[config.mk]
export PLATFORM = sky130hd
export DESIGN_NAME = dfe_unrolled_slicer
export DESIGN_NICKNAME = d
export VERILOG_FILES = /design/src/rtl/dfe_slicer_pkg.sv /design/src/rtl/dfe_thr_gen.sv /design/src/rtl/dfe_cmp_bank.sv /design/src/rtl/dfe_sel_reg.sv /design/src/rtl/dfe_unrolled_slicer.sv
export SDC_FILE = /design/constraint.sdc
export NUM_CORES = 1
export LEC_CHECK = 0
export BUFFER_PORTS_ARGS = -buffer_cell sky130_fd_sc_hd__buf_2
export CAP_MARGIN = 25
export CORE_MARGIN = 3
export CORE_UTILIZATION = 43
export DETAILED_ROUTE_END_ITERATION = 10
export PLACE_DENSITY_LB_ADDON = 0.12
export SETUP_SLACK_MARGIN = 0.4
export SLEW_MARGIN = 15
export SYNTH_ARGS = -nofsm -noshare
export SYNTH_HDL_FRONTEND = slang
export SYNTH_SLANG_ARGS = --single-unit
export TNS_END_PERCENT = 100
[constraint.sdc]
create_clock -name clk -period 1.9 [get_ports clk]
set_input_delay 0.38 -clock clk [delete_from_list [all_inputs] [get_ports clk]]
set_output_delay 0.38 -clock clk [all_outputs]
set_load 0.05 [all_outputs]
[src/rtl/dfe_slicer_pkg.sv]
package dfe_slicer_pkg;

  localparam int unsigned MAX_TAPS = 3;

  typedef enum logic {
    DEC_NEG = 1'b0,
    DEC_POS = 1'b1
  } dec_e;

  function automatic int unsigned combo_count(input int unsigned taps);
    return 32'd1 << taps;
  endfunction

  function automatic int unsigned cmp_width(input int unsigned dw, input int unsigned ww);
    return ((dw > ww) ? dw : ww) + 3;
  endfunction

endpackage

[src/rtl/dfe_thr_gen.sv]
module dfe_thr_gen #(
  parameter int unsigned NTAPS = 1,
  parameter int unsigned W_W   = 8,
  parameter int unsigned THR_W = 11,
  parameter int unsigned NCOMB = 2
) (
  input  logic [NTAPS*W_W-1:0]   tap_w,
  output logic [NCOMB*THR_W-1:0] thr_flat
);

  function automatic logic signed [THR_W-1:0] code_threshold(
    input logic [NTAPS-1:0]     code,
    input logic [NTAPS*W_W-1:0] taps
  );
    logic signed [THR_W-1:0] acc;
    logic signed [THR_W-1:0] term;
    acc = '0;
    for (int j = 0; j < int'(NTAPS); j++) begin
      term = THR_W'(signed'(taps[j*W_W +: W_W]));
      acc  = code[j] ? (acc + term) : (acc - term);
    end
    return acc;
  endfunction

  for (genvar c = 0; c < int'(NCOMB); c++) begin : g_thr
    always_comb begin
      thr_flat[c*THR_W +: THR_W] = code_threshold(NTAPS'(c), tap_w);
    end
  end

endmodule

[src/rtl/dfe_cmp_bank.sv]
module dfe_cmp_bank #(
  parameter int unsigned DATA_W = 8,
  parameter int unsigned THR_W  = 11,
  parameter int unsigned NCOMB  = 2
) (
  input  logic [DATA_W-1:0]      in_sample,
  input  logic [NCOMB*THR_W-1:0] thr_flat,
  output logic [NCOMB-1:0]       spec_now
);

  function automatic logic at_or_above(
    input logic [DATA_W-1:0] smp,
    input logic [THR_W-1:0]  thr
  );
    logic signed [THR_W-1:0] s_ext;
    s_ext = THR_W'(signed'(smp));
    return s_ext >= signed'(thr);
  endfunction

  for (genvar c = 0; c < int'(NCOMB); c++) begin : g_cmp
    always_comb begin
      spec_now[c] = at_or_above(in_sample, thr_flat[c*THR_W +: THR_W]);
    end
  end

endmodule

[src/rtl/dfe_sel_reg.sv]
module dfe_sel_reg #(
  parameter int unsigned NTAPS = 1,
  parameter int unsigned NCOMB = 2
) (
  input  logic             clk,
  input  logic             rst_n,
  input  logic             in_vld,
  input  logic [NCOMB-1:0] spec_now,
  output logic             sel_bit,
  output logic [NTAPS-1:0] hist_q,
  output logic             out_vld,
  output logic             out_dec,
  output logic [NCOMB-1:0] out_spec
);

  import dfe_slicer_pkg::*;

  logic [NTAPS-1:0] hist_d;

  always_comb begin
    sel_bit = spec_now[hist_q];
  end

  if (NTAPS == 1) begin : g_hist1
    always_comb hist_d = sel_bit;
  end else begin : g_histn
    always_comb hist_d = {hist_q[NTAPS-2:0], sel_bit};
  end

  always_ff @(posedge clk) begin
    if (!rst_n) begin
      out_vld  <= 1'b0;
      out_dec  <= DEC_NEG;
      out_spec <= '0;
      hist_q   <= {NTAPS{DEC_NEG}};
    end else begin
      out_vld <= in_vld;
      if (in_vld) begin
        out_dec  <= sel_bit;
        out_spec <= spec_now;
        hist_q   <= hist_d;
      end
    end
  end

endmodule

[src/rtl/dfe_unrolled_slicer.sv]
module dfe_unrolled_slicer
  import dfe_slicer_pkg::*;
#(
  parameter int unsigned DATA_W = 8,
  parameter int unsigned W_W    = 8,
  parameter int unsigned NTAPS  = 1,
  localparam int unsigned NCOMB = combo_count(NTAPS),
  localparam int unsigned THR_W = cmp_width(DATA_W, W_W)
) (
  input  logic                 clk,
  input  logic                 rst_n,
  input  logic                 in_vld,
  input  logic [DATA_W-1:0]    in_sample,
  input  logic [NTAPS*W_W-1:0] tap_w,
  output logic                 out_vld,
  output logic                 out_dec,
  output logic [NCOMB-1:0]     out_spec
);

  logic [NCOMB*THR_W-1:0] thr_flat;
  logic [NCOMB-1:0]       spec_now;
  logic [NTAPS-1:0]       hist_q;
  logic                   sel_bit;

  dfe_thr_gen #(
    .NTAPS(NTAPS), .W_W(W_W), .THR_W(THR_W), .NCOMB(NCOMB)
  ) u_thr (
    .tap_w    (tap_w),
    .thr_flat (thr_flat)
  );

  dfe_cmp_bank #(
    .DATA_W(DATA_W), .THR_W(THR_W), .NCOMB(NCOMB)
  ) u_cmp (
    .in_sample (in_sample),
    .thr_flat  (thr_flat),
    .spec_now  (spec_now)
  );

  dfe_sel_reg #(
    .NTAPS(NTAPS), .NCOMB(NCOMB)
  ) u_sel (
    .clk      (clk),
    .rst_n    (rst_n),
    .in_vld   (in_vld),
    .spec_now (spec_now),
    .sel_bit  (sel_bit),
    .hist_q   (hist_q),
    .out_vld  (out_vld),
    .out_dec  (out_dec),
    .out_spec (out_spec)
  );

endmodule

# Word level (Yosys, flattened, before mapping)
# Index checks and enable logic that the tools add are counted.
[totals]
ff_bits = 4
latch_bits = 0
ramBits = 0
romBits = 0
input_bits = 19
output_inout_bits = 4
word_cells = 9
memories = 0
[op_classes]
addsub = 1
mul = 0
div_mod_pow = 0
magnitude_cmp = 3
eq_ne = 0
shifts = 0
n_mux = 2
bitwise = 0
reduce_logical = 0
[op_table]
columns = ["cell", "count"]
rows = [
  ["$ge 8x9->1", 1],
  ["$sub 1x8->9 const A", 1],
  ["$ge 8x8->1", 1],
  ["$lt 1x2->1 const B", 1],
  ["$mux 1", 2],
]

# Logic depth before layout (Yosys ltp)
[depth]
ltp_word = 4
mapped_depth = 11
depth_no_buf = 11

# By module
# Synthesis repeated with hierarchy kept, for this count alone.
[hier_totals]
cells_unflattened = 129
hier_area_um2 = 975.9
[modules_own_cells]
columns = ["mod", "n_inst", "cells_each", "area_each_um2", "seq_area_each_um2"]
rows = [
  ["dfe_cmp_bank", 1, 81, 556.8, 0.0],
  ["dfe_thr_gen", 1, 33, 257.7, 0.0],
  ["dfe_sel_reg", 1, 15, 161.4, 80.1],
]

# Worst setup path after synthesis
# OpenSTA, ideal clock, no wires.
[synth_path]
path_type = "input to register"
startpoint = "input port tap_w[3]"
endpoint = "register u_sel.out_dec"
setup_time_ns = 0.146
arrival_time_ns = 1.712
t_required_ns = 1.754
setup_slack_ns = 0.042
cell_stages = 10
path_buffers = 0
cell_sequence = "inv_1 nand3_1 nor2_1 nand2_1 xnor2_1 ha_1 a21oi_1 o211ai_1 o211ai_1 o22ai_1"
[synth_between]
elab_chain_len = 4
elab_cells_between_ends = 5
classes_between = "add/sub: 1; order compare: 2; mux: 2"
[synth_lines]
columns = ["element", "line_no", "text"]
rows = [
  ["from (decl)", "dfe_unrolled_slicer.sv:14", "input logic [NTAPS*W_W-1:0] tap_w,"],
  ["$sub 1x8->9", "dfe_thr_gen.sv:20", "acc = code[j] ? (acc + term) : (acc - term);"],
  ["$ge 8x9->1", "dfe_cmp_bank.sv:17", "return s_ext >= signed'(thr);"],
  ["$mux 1 (implied by the code) (*) (2 in a row)", "dfe_sel_reg.sv:21", "sel_bit = spec_now[hist_q];"],
  ["to (signal assigned)", "dfe_sel_reg.sv:39", "out_dec <= sel_bit;"],
  ["to (decl)", "dfe_sel_reg.sv:12", "output logic out_dec,"],
]
# Mark *: on every way between the ends. The rest lies on a longest branch, timed or not. The select of a mux whose other input is x is not followed.
# A chain may end at the register's enable or synchronous reset.

# Worst setup path after layout
[layout_path]
startpoint = "input port tap_w[4]"
endpoint = "register u_sel.out_dec"
# Same word-level chain as after synthesis.

==> impl_metrics.sql <==
INSERT INTO impl_metrics (metric_group, metric, value, unit) VALUES
('placed_design', 'place_inst', '130', ''),
('placed_design', 'place.gp.congestion', '0.808', ''),
('min_path', 'min_path_type', 'in -> reg', ''),
('floorplan', 'die_area', '1980', 'sq um'),
('grt', 'grt_use_total', '18.7', '%'),
('grt', 'grt_first_pass_wirelength', '2840', 'um'),
('logic_synthesis', 'async_flop_share', '0', '%'),
('finish', 'antenna_cells', '0', ''),
('floorplan', 'die_height', '44.5', 'um'),
('worst_setup_path', 'max_stage_delay', '300', 'ps'),
('logic_synthesis', 'synth_compound_gate_area_share', '18.1', '%'),
('floorplan', 'coreArea', '1350', 'sq um'),
('floorplan', 'pin_count', '23', ''),
('logic_synthesis', 'post_synth_inst_count', '83', ''),
('logic_synthesis', 'synth_area', '637', 'sq um'),
('logic_synthesis', 'synth.most_common_cell', 'ha_1', ''),
('worst_setup_path', 'path_cells', 'buf_6 -> inv_4 -> nand3_4 -> nor2_4 -> nand2_2 -> xnor2_2 -> ha_1 -> a21oi_2 -> o211ai_1 -> o211ai_1 -> o22ai_1', ''),
('floorplan', 'die_width', '44.5', 'um'),
('clock_tree', 'clk_path_buf_depth', '2', ''),
('logic_synthesis', 'synth_cell_type_count', '23', ''),
('grt', 'pin_count_of_the_biggest_net_entering_global_routing', '6', ''),
('logic_synthesis', 'muxShareOfSynthArea', '1.57', '%'),
('clock_tree', 'tritoncts.num_buffers', '3', ''),
('worst_setup_path', 'worst_ep_required_time', '2010', 'ps'),
('drt', 'detailedRoute.firstPassIterationCount', '4', ''),
('clock_tree', 'tritoncts', 'built', ''),
('logic_synthesis', 'synth.top_cells.by_count', 'ha_1 (17), inv_1 (16), xnor2_1 (5)', ''),
('worst_setup_path', 'worst_path_dominant_cell_family', 'compound AO/OA/AOI/OAI gates', ''),
('floorplan', 'start_util', '47.2', '%'),
('drt', 'initialDrtViolationCount', '4', ''),
('flow_run', 'cap_violations', '0', ''),
('worst_setup_path', 'cp_data_arrival_time', '1810', 'ps'),
('logic_synthesis', 'synth_top_cell_by_area', 'ha_1', ''),
('placed_design', 'dp_hpwl', '1410', 'um'),
('sta', 'timing.clock.skew', '0', 'ps'),
('clock_tree', 'clkLatencyLatePin', '230', 'ps'),
('logic_synthesis', 'synth-edff-count', '0', ''),
('logic_synthesis', 'synthAdderAreaFrac', '33.4', '%'),
('drt', 'total_number_of_vias', '701', ''),
('logic_synthesis', 'synth_xor_area_share', '8.25', '%'),
('worst_setup_path', 'timing.critical_path.mode_cell', 'o211ai_1', ''),
('worst_setup_path', 'cp-start-kind', 'input pin', ''),
('clock_tree', 'clk_pin_slew', '40', 'ps'),
('pwr', 'fin_total_pwr', '0.442', 'mW'),
('logic_synthesis', 'synth_seq_area_share', '12.6', '%'),
('logic_synthesis', 'ys_ff_latch', '4', ''),
('sta', 'post-route-period-util', '89.7', '%'),
('grt', 'number_of_antenna_violations_at_the_first_check_in_global_routing', '0', ''),
('worst_setup_path', 'timing.critical_path.fanout_max', '2', ''),
('placed_design', 'buffer_ports.inserted', '22', ''),
('finish', 'area_delta_synth_final', '59.9', '%'),
('sta', 'max-slew-margin-rel', '82.2', '%'),
('clock_tree', 'hold_buffers', '0', ''),
('logic_synthesis', 'synth_area_leaders', 'ha_1 (33%), dfxtp_1 (13%), inv_1 (9.4%)', ''),
('pwr', 'p_per_area', '434', 'nW/um^2'),
('logic_synthesis', 'syn-num-nets', '119', ''),
('outcome', 'outcome', 'finished clean', ''),
('finish', 'fin_nets', '158', ''),
('grt', 'number_of_global_route_vias_before_repair', '761', ''),
('drt', 'wire_per_inst', '11.8', 'um'),
('logic_synthesis', 'netlist.area_leader.share', '33.4', '%'),
('logic_synthesis', 'post_synth.cell_area_avg', '7.67', 'sq um'),
('finish', 'fin_cells', '135', ''),
('logic_synthesis', 'post_synth_and_or_nand_nor_area_fraction', '16.7', '%'),
('drt', 'drt.antenna.violating_nets', '0', ''),
('logic_synthesis', 'synth_warnings', '0', ''),
('sta', 'finalSetupViolations', '0', ''),
('clock_tree', 'numClockSinks', '4', ''),
('grt', 'globalRouteOverflowTotal', '0', ''),
('sta', 'timing.final.max_slew_violations', '0', ''),
('drt', 'route.detailed.drc', '0', '');
[stage by stage]
| step | hold WS (ps) | setup WS [ps] | TNS [ps] | cell area [sq um] | utilization [%] |
|---|---|---|---|---|---|
| finish | 386 | 195 | 0 | 1020 | 75.4 |
| global route | 397 | 75.0 | 0 | 1020 | 75.4 |
| CTS | 383 | 173 | 0 | 1010 | 74.8 |
| detailed placement | 461 | -158 | -290 | 930 | 68.9 |
| global placement | 450 | -88.9 | -177 | 930 | 68.9 |
| floorplan | 491 | 167 | 0 | 726 | - |
[placed cells by master (no fill, tap or decap), types with 2 or more instances in the layout]
master / netlist / final
buf_6: 0 / 4
inv_12: 0 / 2
buf_4: 0 / 11
o22ai_1: 2 / 2
o21ai_1: 0 / 3
o211ai_1: 3 / 3
ha_1: 17 / 14
nand2_1: 4 / 3
nor2_1: 4 / 3
inv_1: 16 / 11
ha_4: 0 / 3
nand3b_1: 2 / 2
nor3_2: 0 / 2
inv_2: 0 / 2
buf_2: 0 / 19
dfxtp_1: 4 / 4
xnor2_1: 5 / 4
clkbuf_4: 0 / 3
a21oi_2: 0 / 2
nand4_1: 3 / 3
nand3_1: 3 / 2
[routing by layer]
metal	GRT usage, %	up-vias	part of all wire (%)
met1	21.6	313	42
met2	33.8	19	53
met3	3.66	0	4.7
met5	0	-	0
li1	-	369	-
met4	6.02	0	0
[sequential cells by signal, summed over array words and instances (netlist names)]
signal / count
u_sel.out_spec: 2
u_sel.out_vld: 1
u_sel.out_dec: 1
[logic make-up (layout without fill, tap and decap cells)]
group / count (synthesis) / after routing
simple gates: 21 / 21
compound gates: 18 / 18
fa+ha+maj: 17 / 17
buf+inv: 16 / 53
xor+xnor: 6 / 6
flops: 4 / 4
mux: 1 / 1
[power by group]
group          internal (mW)  leakage, nW  switching (mW)
Clock                 0.0705       0.0138          0.0326
Sequential            0.0934       0.0332         0.00394
Combinational          0.109        0.457           0.133
Total                  0.273        0.504           0.169
[final timing paths]
| path | start | endpoint | slack [ps] | cells past startpoint |
|---|---|---|---|---|
| max | tap_w[4] | u_sel.out_dec | 200 | 11 |
| min | in_vld | u_sel.out_spec[0] | 390 | 2 |
| max reg2reg | u_sel.out_spec[1] | u_sel.out_spec[1] | 1280 | 2 |
| min reg2reg | u_sel.out_spec[0] | u_sel.out_spec[0] | 450 | 2 |
[cell type report]
type / count / area (sq um)
multi-input cells: 63 / 587
fillers: 99 / 332
repair buffers: 34 / 223
flip-flops and latches: 4 / 80.1
well taps: 15 / 18.8
inverters: 16 / 87.6
clock buffers: 3 / 22.5
[what timing repair did]
action | in CTS | in global routing
cloned | 0 | 0
resized for setup | 10 | 3
endpoints found under the setup margin | 3 | 3
setup buffers | 2 | 0
pin swaps | 16 | 5
hold endpoints to repair | 0 | 0
(Power assumes the default switching activity.)
